### src/rtl/irqc_pkg.sv
package irqc_pkg;
  localparam int WORD_W = 32;
  localparam int KIND_W = 3;

  localparam logic [KIND_W-1:0] K_EVENT = 3'd0;
  localparam logic [KIND_W-1:0] K_MSET  = 3'd1;
  localparam logic [KIND_W-1:0] K_MCLR  = 3'd2;
  localparam logic [KIND_W-1:0] K_TSET  = 3'd3;
  localparam logic [KIND_W-1:0] K_TCLR  = 3'd4;

  localparam logic [1:0] SRC_HW = 2'd0;

  function automatic int word_count(int n);
    return (n + WORD_W - 1) / WORD_W;
  endfunction

  function automatic int idx_width(int n);
    return (word_count(n) > 1) ? $clog2(word_count(n)) : 1;
  endfunction

  function automatic int addr_width(int n);
    return KIND_W + idx_width(n);
  endfunction

  // valid flag at bit 31, source type at 17:16, line number at 15:0
  function automatic logic [WORD_W-1:0] event_word(logic v, logic [1:0] src,
                                                   logic [15:0] num);
    logic [WORD_W-1:0] w;
    w        = '0;
    w[31]    = v;
    w[17:16] = src;
    w[15:0]  = num;
    return w;
  endfunction
endpackage

### src/rtl/irqc_vec_reg.sv
module irqc_vec_reg #(
  parameter int N         = 48,
  parameter bit RESET_ONE = 1'b0
) (
  input  logic         clk,
  input  logic         rst,
  input  logic [N-1:0] set_vec,
  input  logic [N-1:0] clr_vec,
  input  logic [N-1:0] force_vec,
  output logic [N-1:0] q
);
  logic [N-1:0] nxt;

  // per-bit update: a forced set beats a clear, then a set beats a clear
  for (genvar i = 0; i < N; i++) begin : g_bit
    assign nxt[i] = force_vec[i] | set_vec[i] | (q[i] & ~clr_vec[i]);
  end

  always_ff @(posedge clk) begin
    if (rst) q <= {N{RESET_ONE}};
    else     q <= nxt;
  end

  assert_reset_value_R1: assert property (@(posedge clk)
    rst |=> (q == {N{RESET_ONE}}));

  assert_force_wins_R10: assert property (@(posedge clk) disable iff (rst)
    (force_vec != '0) |=> ((q & $past(force_vec)) == $past(force_vec)));
endmodule

### src/rtl/irqc_prio_enc.sv
module irqc_prio_enc #(
  parameter int N    = 48,
  localparam int ID_W = $clog2(N)
) (
  input  logic            clk,
  input  logic            rst,
  input  logic [N-1:0]    req,
  output logic            valid,
  output logic [ID_W-1:0] id
);
  // scan from the top so the lowest set index is the last one written
  always_comb begin
    valid = 1'b0;
    id    = '0;
    for (int i = N - 1; i >= 0; i--) begin
      if (req[i]) begin
        valid = 1'b1;
        id    = ID_W'(i);
      end
    end
  end

  assert_winner_live_R2: assert property (@(posedge clk) disable iff (rst)
    valid |-> req[id]);

  assert_lowest_wins_R3: assert property (@(posedge clk) disable iff (rst)
    valid |-> ((req & ((N'(1) << id) - N'(1))) == '0));
endmodule

### src/rtl/irqc_bus.sv
module irqc_bus
  import irqc_pkg::*;
#(
  parameter int N_LINES = 48,
  localparam int ID_W   = $clog2(N_LINES),
  localparam int IDX_W  = idx_width(N_LINES),
  localparam int ADDR_W = addr_width(N_LINES),
  localparam int WORDS  = word_count(N_LINES),
  localparam int PAD_W  = WORDS * WORD_W
) (
  input  logic               clk,
  input  logic               rst,
  input  logic               rd_en,
  input  logic [ADDR_W-1:0]  rd_addr,
  input  logic               wr_en,
  input  logic [ADDR_W-1:0]  wr_addr,
  input  logic [WORD_W-1:0]  wr_data,
  input  logic [N_LINES-1:0] mask_q,
  input  logic [N_LINES-1:0] trig_q,
  input  logic               win_valid,
  input  logic [ID_W-1:0]    win_id,
  output logic [N_LINES-1:0] mask_set,
  output logic [N_LINES-1:0] mask_clr,
  output logic [N_LINES-1:0] trig_set,
  output logic [N_LINES-1:0] trig_clr,
  output logic [N_LINES-1:0] ack_vec,
  output logic [WORD_W-1:0]  rd_data,
  output logic               rd_valid
);
  logic [KIND_W-1:0] wr_kind, rd_kind;
  logic [IDX_W-1:0]  wr_idx, rd_idx;
  logic [PAD_W-1:0]  spread, mask_pad, trig_pad;
  logic [WORD_W-1:0] rd_word;
  logic              claim;

  assign wr_kind  = wr_addr[ADDR_W-1 -: KIND_W];
  assign wr_idx   = wr_addr[IDX_W-1:0];
  assign rd_kind  = rd_addr[ADDR_W-1 -: KIND_W];
  assign rd_idx   = rd_addr[IDX_W-1:0];
  assign mask_pad = PAD_W'(mask_q);
  assign trig_pad = PAD_W'(trig_q);

  // place the written word onto its lane of the line vector
  always_comb begin
    spread = '0;
    if (int'(wr_idx) < WORDS) spread[wr_idx*WORD_W +: WORD_W] = wr_data;
  end

  always_comb begin
    mask_set = '0;
    mask_clr = '0;
    trig_set = '0;
    trig_clr = '0;
    if (wr_en) begin
      case (wr_kind)
        K_MSET:  mask_set = spread[N_LINES-1:0];
        K_MCLR:  mask_clr = spread[N_LINES-1:0];
        K_TSET:  trig_set = spread[N_LINES-1:0];
        K_TCLR:  trig_clr = spread[N_LINES-1:0];
        default: ;
      endcase
    end
  end

  assign claim = rd_en && (rd_kind == K_EVENT) && win_valid;

  always_comb begin
    ack_vec = '0;
    if (claim) ack_vec[win_id] = 1'b1;
  end

  always_comb begin
    rd_word = '0;
    case (rd_kind)
      K_EVENT: if (win_valid) rd_word = event_word(1'b1, SRC_HW, 16'(win_id));
      K_MSET, K_MCLR:
        if (int'(rd_idx) < WORDS) rd_word = mask_pad[rd_idx*WORD_W +: WORD_W];
      K_TSET, K_TCLR:
        if (int'(rd_idx) < WORDS) rd_word = trig_pad[rd_idx*WORD_W +: WORD_W];
      default: ;
    endcase
  end

  always_ff @(posedge clk) begin
    if (rst) begin
      rd_valid <= 1'b0;
      rd_data  <= '0;
    end else begin
      rd_valid <= rd_en;
      if (rd_en) rd_data <= rd_word;
    end
  end

  assert_rvalid_after_read_R4: assert property (@(posedge clk) disable iff (rst)
    rd_valid |-> $past(rd_en));

  assert_single_claim_R5: assert property (@(posedge clk) disable iff (rst)
    $onehot0(ack_vec));
endmodule

### src/rtl/irq_prio_ctrl.sv
module irq_prio_ctrl
  import irqc_pkg::*;
#(
  parameter int N_LINES = 48
) (
  input  logic                          clk,
  input  logic                          rst,
  input  logic [N_LINES-1:0]            hw_irq,
  input  logic                          rd_en,
  input  logic [addr_width(N_LINES)-1:0] rd_addr,
  input  logic                          wr_en,
  input  logic [addr_width(N_LINES)-1:0] wr_addr,
  input  logic [WORD_W-1:0]             wr_data,
  output logic [WORD_W-1:0]             rd_data,
  output logic                          rd_valid,
  output logic                          cpu_irq
);
  localparam int ID_W = $clog2(N_LINES);

  logic [N_LINES-1:0] mask_q, trig_q, live;
  logic [N_LINES-1:0] mask_set, mask_clr, trig_set, trig_clr, ack_vec;
  logic               win_valid;
  logic [ID_W-1:0]    win_id;

  assign live    = (hw_irq | trig_q) & ~mask_q;
  assign cpu_irq = |live;

  irqc_vec_reg #(.N(N_LINES), .RESET_ONE(1'b1)) u_mask (
    .clk(clk), .rst(rst), .set_vec(mask_set), .clr_vec(mask_clr),
    .force_vec(ack_vec), .q(mask_q));

  irqc_vec_reg #(.N(N_LINES), .RESET_ONE(1'b0)) u_trig (
    .clk(clk), .rst(rst), .set_vec(trig_set), .clr_vec(trig_clr),
    .force_vec({N_LINES{1'b0}}), .q(trig_q));

  irqc_prio_enc #(.N(N_LINES)) u_enc (
    .clk(clk), .rst(rst), .req(live), .valid(win_valid), .id(win_id));

  irqc_bus #(.N_LINES(N_LINES)) u_bus (
    .clk(clk), .rst(rst), .rd_en(rd_en), .rd_addr(rd_addr),
    .wr_en(wr_en), .wr_addr(wr_addr), .wr_data(wr_data),
    .mask_q(mask_q), .trig_q(trig_q), .win_valid(win_valid), .win_id(win_id),
    .mask_set(mask_set), .mask_clr(mask_clr), .trig_set(trig_set),
    .trig_clr(trig_clr), .ack_vec(ack_vec), .rd_data(rd_data),
    .rd_valid(rd_valid));

  assert_irq_matches_winner_R9: assert property (@(posedge clk) disable iff (rst)
    cpu_irq == win_valid);

  assert_winner_unmasked_R2: assert property (@(posedge clk) disable iff (rst)
    win_valid |-> !mask_q[win_id]);
endmodule

### config.mk
export PLATFORM = sky130hd
export DESIGN_NAME = irq_prio_ctrl
export DESIGN_NICKNAME = d
export VERILOG_FILES = /design/src/rtl/irqc_pkg.sv /design/src/rtl/irqc_vec_reg.sv /design/src/rtl/irqc_prio_enc.sv /design/src/rtl/irqc_bus.sv /design/src/rtl/irq_prio_ctrl.sv
export SDC_FILE = /design/constraint.sdc
export NUM_CORES = 1
export LEC_CHECK = 0
export ABC_CLOCK_PERIOD_IN_PS = 2100
export BUFFER_PORTS_ARGS = -buffer_cell sky130_fd_sc_hd__buf_2
export CAP_MARGIN = 20
export CORE_UTILIZATION = 46
export DETAILED_ROUTE_END_ITERATION = 6
export HOLD_SLACK_MARGIN = 0.15
export PLACE_DENSITY_LB_ADDON = 0.08
export SKIP_LAST_GASP = 1
export SYNTH_ARGS = -nofsm -noshare
export SYNTH_HDL_FRONTEND = slang
export SYNTH_SLANG_ARGS = --single-unit
### constraint.sdc
create_clock -name clk -period 2.1 [get_ports clk]
set_input_delay 0 -clock clk [delete_from_list [all_inputs] [get_ports clk]]
set_output_delay 0 -clock clk [all_outputs]
set_load 0.02 [all_outputs]
* After elaboration in Yosys (flattened, before gate mapping)
Index checks and enable logic that the tools add are counted.
Word-level totals: register bits after elaboration 129, bits of input ports 92
Cells by class: add/sub/neg operators 1, magnitude comparators 2, equal/unequal tests 8, shift operators 4, mux-type cells 109, bitwise gates (word level) 340, reductions and logical operators 7
Operators with widths (count):
- $mux W48 | 9
- $mux W6 | 48
- $or A1 B1 Y1 | 144
- $shiftx A64 B7 Y32 | 2
- $and A1 B1 Y1 | 96
- $and A48 B48 Y48 | 2
- $not A1 Y1 | 96
- $pmux W32 S3 | 1
- $mux W1 | 49
- $not A48 Y48 | 1
- $or A48 B48 Y48 | 1
- $reduce_or A48 Y1 | 1
- $shift A32 B34 Y48 const A | 1
- $shiftx A32 B34 Y48 | 1
- $neg A6 Y34 | 1
- $mux W32 | 1
- $eq A3 B2 Y1 const B | 4
- $lt A6 B7 Y1 const B | 1
- $demux W1 S6 | 1
- $eq A3 B1 Y1 const B | 2
- $eq A3 B3 Y1 const B | 2
- $ge A6 B1 Y1 const B | 1
- $reduce_or A2 Y1 | 2
- $logic_and A1 B1 Y1 | 3
- $logic_not A3 Y1 | 1

* Logic depth before layout (Yosys ltp)
depth after elaboration 57, mapped depth 9, mapped depth without buffers 7

* Hierarchy
Synthesis repeated with hierarchy kept, for this count alone.
Second synthesis, totals: cell total of the unflattened synthesis 1453, area total of the unflattened synthesis 9643.0 sq um
By module, submodules not included:
- irqc_bus | instances 1, cells each 833, area an instance 4825.9 sq um, seq. area each 660.6 sq um
- irqc_vec_reg (u_trig) | instances 1, cells each 197, area an instance 1800.5 sq um, seq. area each 960.9 sq um
- irqc_vec_reg (u_mask) | instances 1, cells each 197, area an instance 1761.7 sq um, seq. area each 960.9 sq um
- irqc_prio_enc | instances 1, cells each 108, area an instance 630.6 sq um, seq. area each 0.0 sq um
- irq_prio_ctrl | instances 1, cells each 118, area an instance 624.3 sq um, seq. area each 0.0 sq um

* Worst setup path after synthesis
No wires, ideal clock.
path kind register to register, start point register u_trig.q[47], end point register u_mask.q[13], setup time 0.116 ns, arrival time 1.857 ns, slack 0.127 ns, cell stages (with the launch flop) 10, path buffers 2, cells stage by stage dfxtp_1 o21bai_1 o211ai_1 a311oi_1 o211ai_1 a211o_1 and2_1 buf_6 buf_6 a31o_2
Between the ends: cells in the longest elaborated chain, start to end 57
Ends and longest elaborated chain:
- start, declared | line irqc_vec_reg.sv:10 | output logic [N-1:0] q
- start signal, assigned | line irqc_vec_reg.sv:20 | if (rst) q <= {N{RESET_ONE}};
- start signal, assigned | line irqc_vec_reg.sv:21 | else q <= nxt;
- $or A48 B48 Y48 (*) | line irq_prio_ctrl.sv:25 | assign live = (hw_irq | trig_q) & ~mask_q;
- $and A48 B48 Y48 (*) | line irq_prio_ctrl.sv:25
- $mux W6 (48 in a row) | line irqc_prio_enc.sv:16 | if (req[i]) begin
- $lt A6 B7 Y1 (implied by the code) or $ge A6 B1 Y1 (tied branches) | line irqc_bus.sv:69 | if (claim) ack_vec[win_id] = 1'b1;
- $logic_and A1 B1 Y1 (implied by the code) | line irqc_bus.sv:69
- $mux W1 (implied by the code) | line irqc_bus.sv:69
- $demux W1 S6 | line irqc_bus.sv:69
- $mux W48 (*) | line irqc_bus.sv:69
- $or A1 B1 Y1 (*) (2 in a row) | line irqc_vec_reg.sv:16 | assign nxt[i] = force_vec[i] | set_vec[i] | (q[i] & ~clr_vec[i]);
- end signal, assigned | line irqc_vec_reg.sv:20
- end signal, assigned | line irqc_vec_reg.sv:21
- end, declared | line irqc_vec_reg.sv:10
Every way passes the cells marked *; elsewhere a longest branch is shown, timed or not. A chain may end at the register's enable or synchronous reset.

* Worst setup path after layout
start point register u_trig.q[10], end point register u_mask.q[34]
Between the ends: cells in the longest elaborated chain, start to end 20
Ends and longest elaborated chain (line):
- $or A48 B48 Y48 (*) | irq_prio_ctrl.sv:25
- $and A48 B48 Y48 (*) | irq_prio_ctrl.sv:25
- $mux W6 (11 in a row) | irqc_prio_enc.sv:16
- $lt A6 B7 Y1 (implied by the code) or $ge A6 B1 Y1 (tied branches) | irqc_bus.sv:69
- $logic_and A1 B1 Y1 (implied by the code) | irqc_bus.sv:69
- $mux W1 (implied by the code) | irqc_bus.sv:69
- $demux W1 S6 | irqc_bus.sv:69
- $mux W48 (*) | irqc_bus.sv:69
- $or A1 B1 Y1 (*) (2 in a row) | irqc_vec_reg.sv:16
Marks and branches as above.

==> flow_metrics.env <==
export IMPL_outcome="finished with violations"
export IMPL_violated_checks="setup timing"
export IMPL_overflow=0
export IMPL_place_ws_ps=-225.8
export IMPL_io_buffers=125
export IMPL_r2r_slack_ps=-80
export IMPL_powerDensity_nw_per_um2=627.1
export IMPL_place_gp_congestion=0.9599
export IMPL_final_net_count=1322
export IMPL_setup_viol=24
export IMPL_post_route_hold_slack_ps=175.4
export IMPL_critical_path_startpoint_type="register"
export IMPL_drt_pre_antenna_iters=5
export IMPL_ios=126
export IMPL_drive_gt1_share_pct=39.94
export IMPL_largest_net_degree_at_the_start_of_global_routing=52
export IMPL_area_growth_from_synthesis_to_layout_pct=48.69
export IMPL_kind_of_capture_point_of_the_worst_setup_path="register"
export IMPL_irDropWorstVdd_mv=0.6144
export IMPL_die_area_um2=16700
export IMPL_worst_clock_skew_on_the_final_layout_ps=8.574
export IMPL_fp_dieW_um=129.2
export IMPL_wirelength_um=29160
export IMPL_cts_max_level=4
export IMPL_min_path_type="input port to register"
export IMPL_via_count=8829
export IMPL_async_reset_ff_share_pct=0
export IMPL_clk_latency_ps=430
export IMPL_synthesis_instances=942
export IMPL_criticalPathCategory="register to register"
export IMPL_clk_sink_count=129
export IMPL_std_cell_rows=46
export IMPL_antenna_violating_nets_post_route=0
export IMPL_yosysTopAreaCell="dfxtp_1"
export IMPL_slew_headroom_pct=46.33
export IMPL_layout_worst_path_cycle_share_pct=103.7
export IMPL_synthDistinctLibCells=67
export IMPL_synth_top_cells_by_area="dfxtp_1, a21oi_1, nand2_1"
export IMPL_period_needed_ps=2179
export IMPL_syn_area_um2=7445
export IMPL_worstMarginPinSlew_ps=803.1
export IMPL_core_area_um2=15830
export IMPL_setup_repair_after_global_routing_missed_its_margin="yes"
export IMPL_synth_main_ff_cell="dfxtp_1"
export IMPL_cts_reportedPaths_clkPinSlew_ps=50
export IMPL_grt_usage_pct=35.10
export IMPL_synth_seq_area_share_pct=34.69
export IMPL_avgRoutedWirePerCell_um=20.00
export IMPL_crit_path_required_time_ps=2440
export IMPL_slew_viol_final=0
export IMPL_maxClockFrequency_ghz=0.4590
export IMPL_tritoncts="yes"
export IMPL_floorplan_initialDensity_pct=47.04
export IMPL_synth_edf_count=0
export IMPL_grt_pass1_vias=8201
export IMPL_route_detailed_drc=0
export IMPL_mappedNetlistNets=1034
export IMPL_worst_ep_arrival_ps=2510
export IMPL_ctsLongestPathBuffers=2
export IMPL_dpl_hpwl_um=19920
export IMPL_cp_max_fo=4
export IMPL_total_of_warnings_raised_by_yosys=0
export IMPL_stdcell_area_um2=11070
export IMPL_cap_violations=0
export IMPL_initial_antenna_violation_count=1
export IMPL_fillers=1295
export IMPL_first_pass_grt_wire_length_um=44450
export IMPL_cts_root_buffer="clkbuf_16"
export IMPL_power_leakage_nw=4.526
export IMPL_die_h_um=129.2
export IMPL_report_final_hold_viol_count=0
export IMPL_totalNegativeSetupSlack_ps=-689.0
export IMPL_yosys_area_top_type_share_pct=34.69
export IMPL_synth_area_per_cell_um2=7.903
export IMPL_antennaDiodeCount=0
export IMPL_fin_ws_ps=-78.63
export IMPL_synth_seq_cells=129
export IMPL_detail_route_iter0_violations=997
export IMPL_dpl_cell_count=1369
export IMPL_final_cells=1458
export IMPL_via_per_inst=6.056
export IMPL_cts_inserted_buffers=17
export IMPL_cell_area_after_placement_um2=9286
## through the flow
| step | utilization [%] | power, mW |
|---|---|---|
| floorplan | - | 3.213 |
| global placement | 58.67 | 3.723 |
| detailed placement | 58.67 | 3.727 |
| CTS | 67.42 | 6.826 |
| global route | 69.94 | 7.147 |
| finish | 69.94 | 6.942 |
## worst max-delay path, cell delays in order (launching register included)
cell,delay (ps)
dfxtp_2,330
o21bai_1,140
buf_4,150
nand4_1,180
buf_4,200
o31a_1,310
a211oi_4,350
nand2_2,190
o31ai_2,220
## worst paths after layout
check                                                     from                             end  depth (start not counted)
worst max-delay path                   u_trig.q[10]$_SDFF_PP0_         u_mask.q[34]$_SDFF_PP1_                          8
worst min-delay path                                     wr_en          u_trig.q[7]$_SDFF_PP0_                          5
worst max register to register         u_trig.q[10]$_SDFF_PP0_         u_mask.q[34]$_SDFF_PP1_                          8
worst min register to register  u_bus.rd_data[20]$_SDFFE_PP0P_  u_bus.rd_data[20]$_SDFFE_PP0P_                          2
## layer usage
metal / global-route usage, % / vias up / share of wire (%)
met5: 0 / - / 0
met4: 11.90 / 0 / 2.2
met3: 9.166 / 51 / 8.6
met2: 54.87 / 435 / 46
met1: 46.86 / 4238 / 43
li1: - / 4105 / -
## final cells by class
class                      count  area [um2]  area share (%)
clock buffer                  22       484.2           4.374
clock inverter                 9       106.4          0.9608
inverter                       3       11.26          0.1017
multi-input combinational    734        5089           45.97
sequential                   129        2597           23.47
tap                          216       270.3           2.441
timing repair buffer         345        2511           22.69
## cells in the mapped netlist (all sizes together) (3+ instances only)
master and instances:
buf 28, a41o 9, a311oi 9, a22oi 7, nor2b 3, clkbuf 48, mux2i 16, nand4 13
o21ai 94, o21a 9, o22ai 6, a21oi 103, and2 9, nand2b 6, mux4 10, o21bai 44
dfxtp 129, o211ai 9, a31o 33, nand3 80, a31oi 29, nor3b 3, a211oi 5, o21ba 11
inv 3, nand2 125, nor4 4, o31ai 16, nor2 57, nor3 3
## what timing repair did
item	in CTS	in global routing
setup buffers	13	8
endpoints found under the setup margin	54	57
pin swaps	34	47
gates resized for setup	62	80
hold endpoints to repair	104	0
hold buffers	41	0
## state kept, by name, summed over array words and instances (netlist names)
name,flops
u_bus.rd_data,32
u_trig.q,48
u_bus.rd_valid,1
u_mask.q,48
## where the power goes
part	internal [mW]	switching, mW	total [mW]
Sequential	2.51	0.0342	2.54
Clock	1.86	1.14	3.01
Combinational	0.582	0.813	1.40
Total	4.95	1.99	6.94
## placed cells by master, fill, tap and decap left out, drive strengths merged, types with 4 or more instances in the layout
| cell type | n |
|---|---|
| mux2i | 16 |
| nor4 | 4 |
| nand2b | 6 |
| nor2 | 57 |
| a41o | 9 |
| dlygate4sd3 | 41 |
| o211ai | 9 |
| a211oi | 5 |
| a21oi | 103 |
| o21ai | 94 |
| dfxtp | 129 |
| o21a | 9 |
| o31ai | 16 |
| a31o | 33 |
| mux4 | 10 |
| clkbuf | 22 |
| nand2 | 125 |
| a31oi | 29 |
| o21ba | 11 |
| a311oi | 9 |
| nand4 | 13 |
| o22ai | 6 |
| o21bai | 44 |
| clkinv | 4 |
| nand3 | 80 |
| buf | 304 |
| and2 | 9 |
| a22oi | 7 |
## kinds of logic after synthesis
kind of cell           Yosys count  share of synthesized area (%)
AO/OA/AOI/OAI                  394                          35.33
AND/OR/NAND/NOR                313                          19.83
flip-flops                     129                          34.69
buffers and inverters           79                          4.857
multiplexers                    26                          5.176
XOR/XNOR                         1                         0.1177
Power figures use the tool's default switching activity.
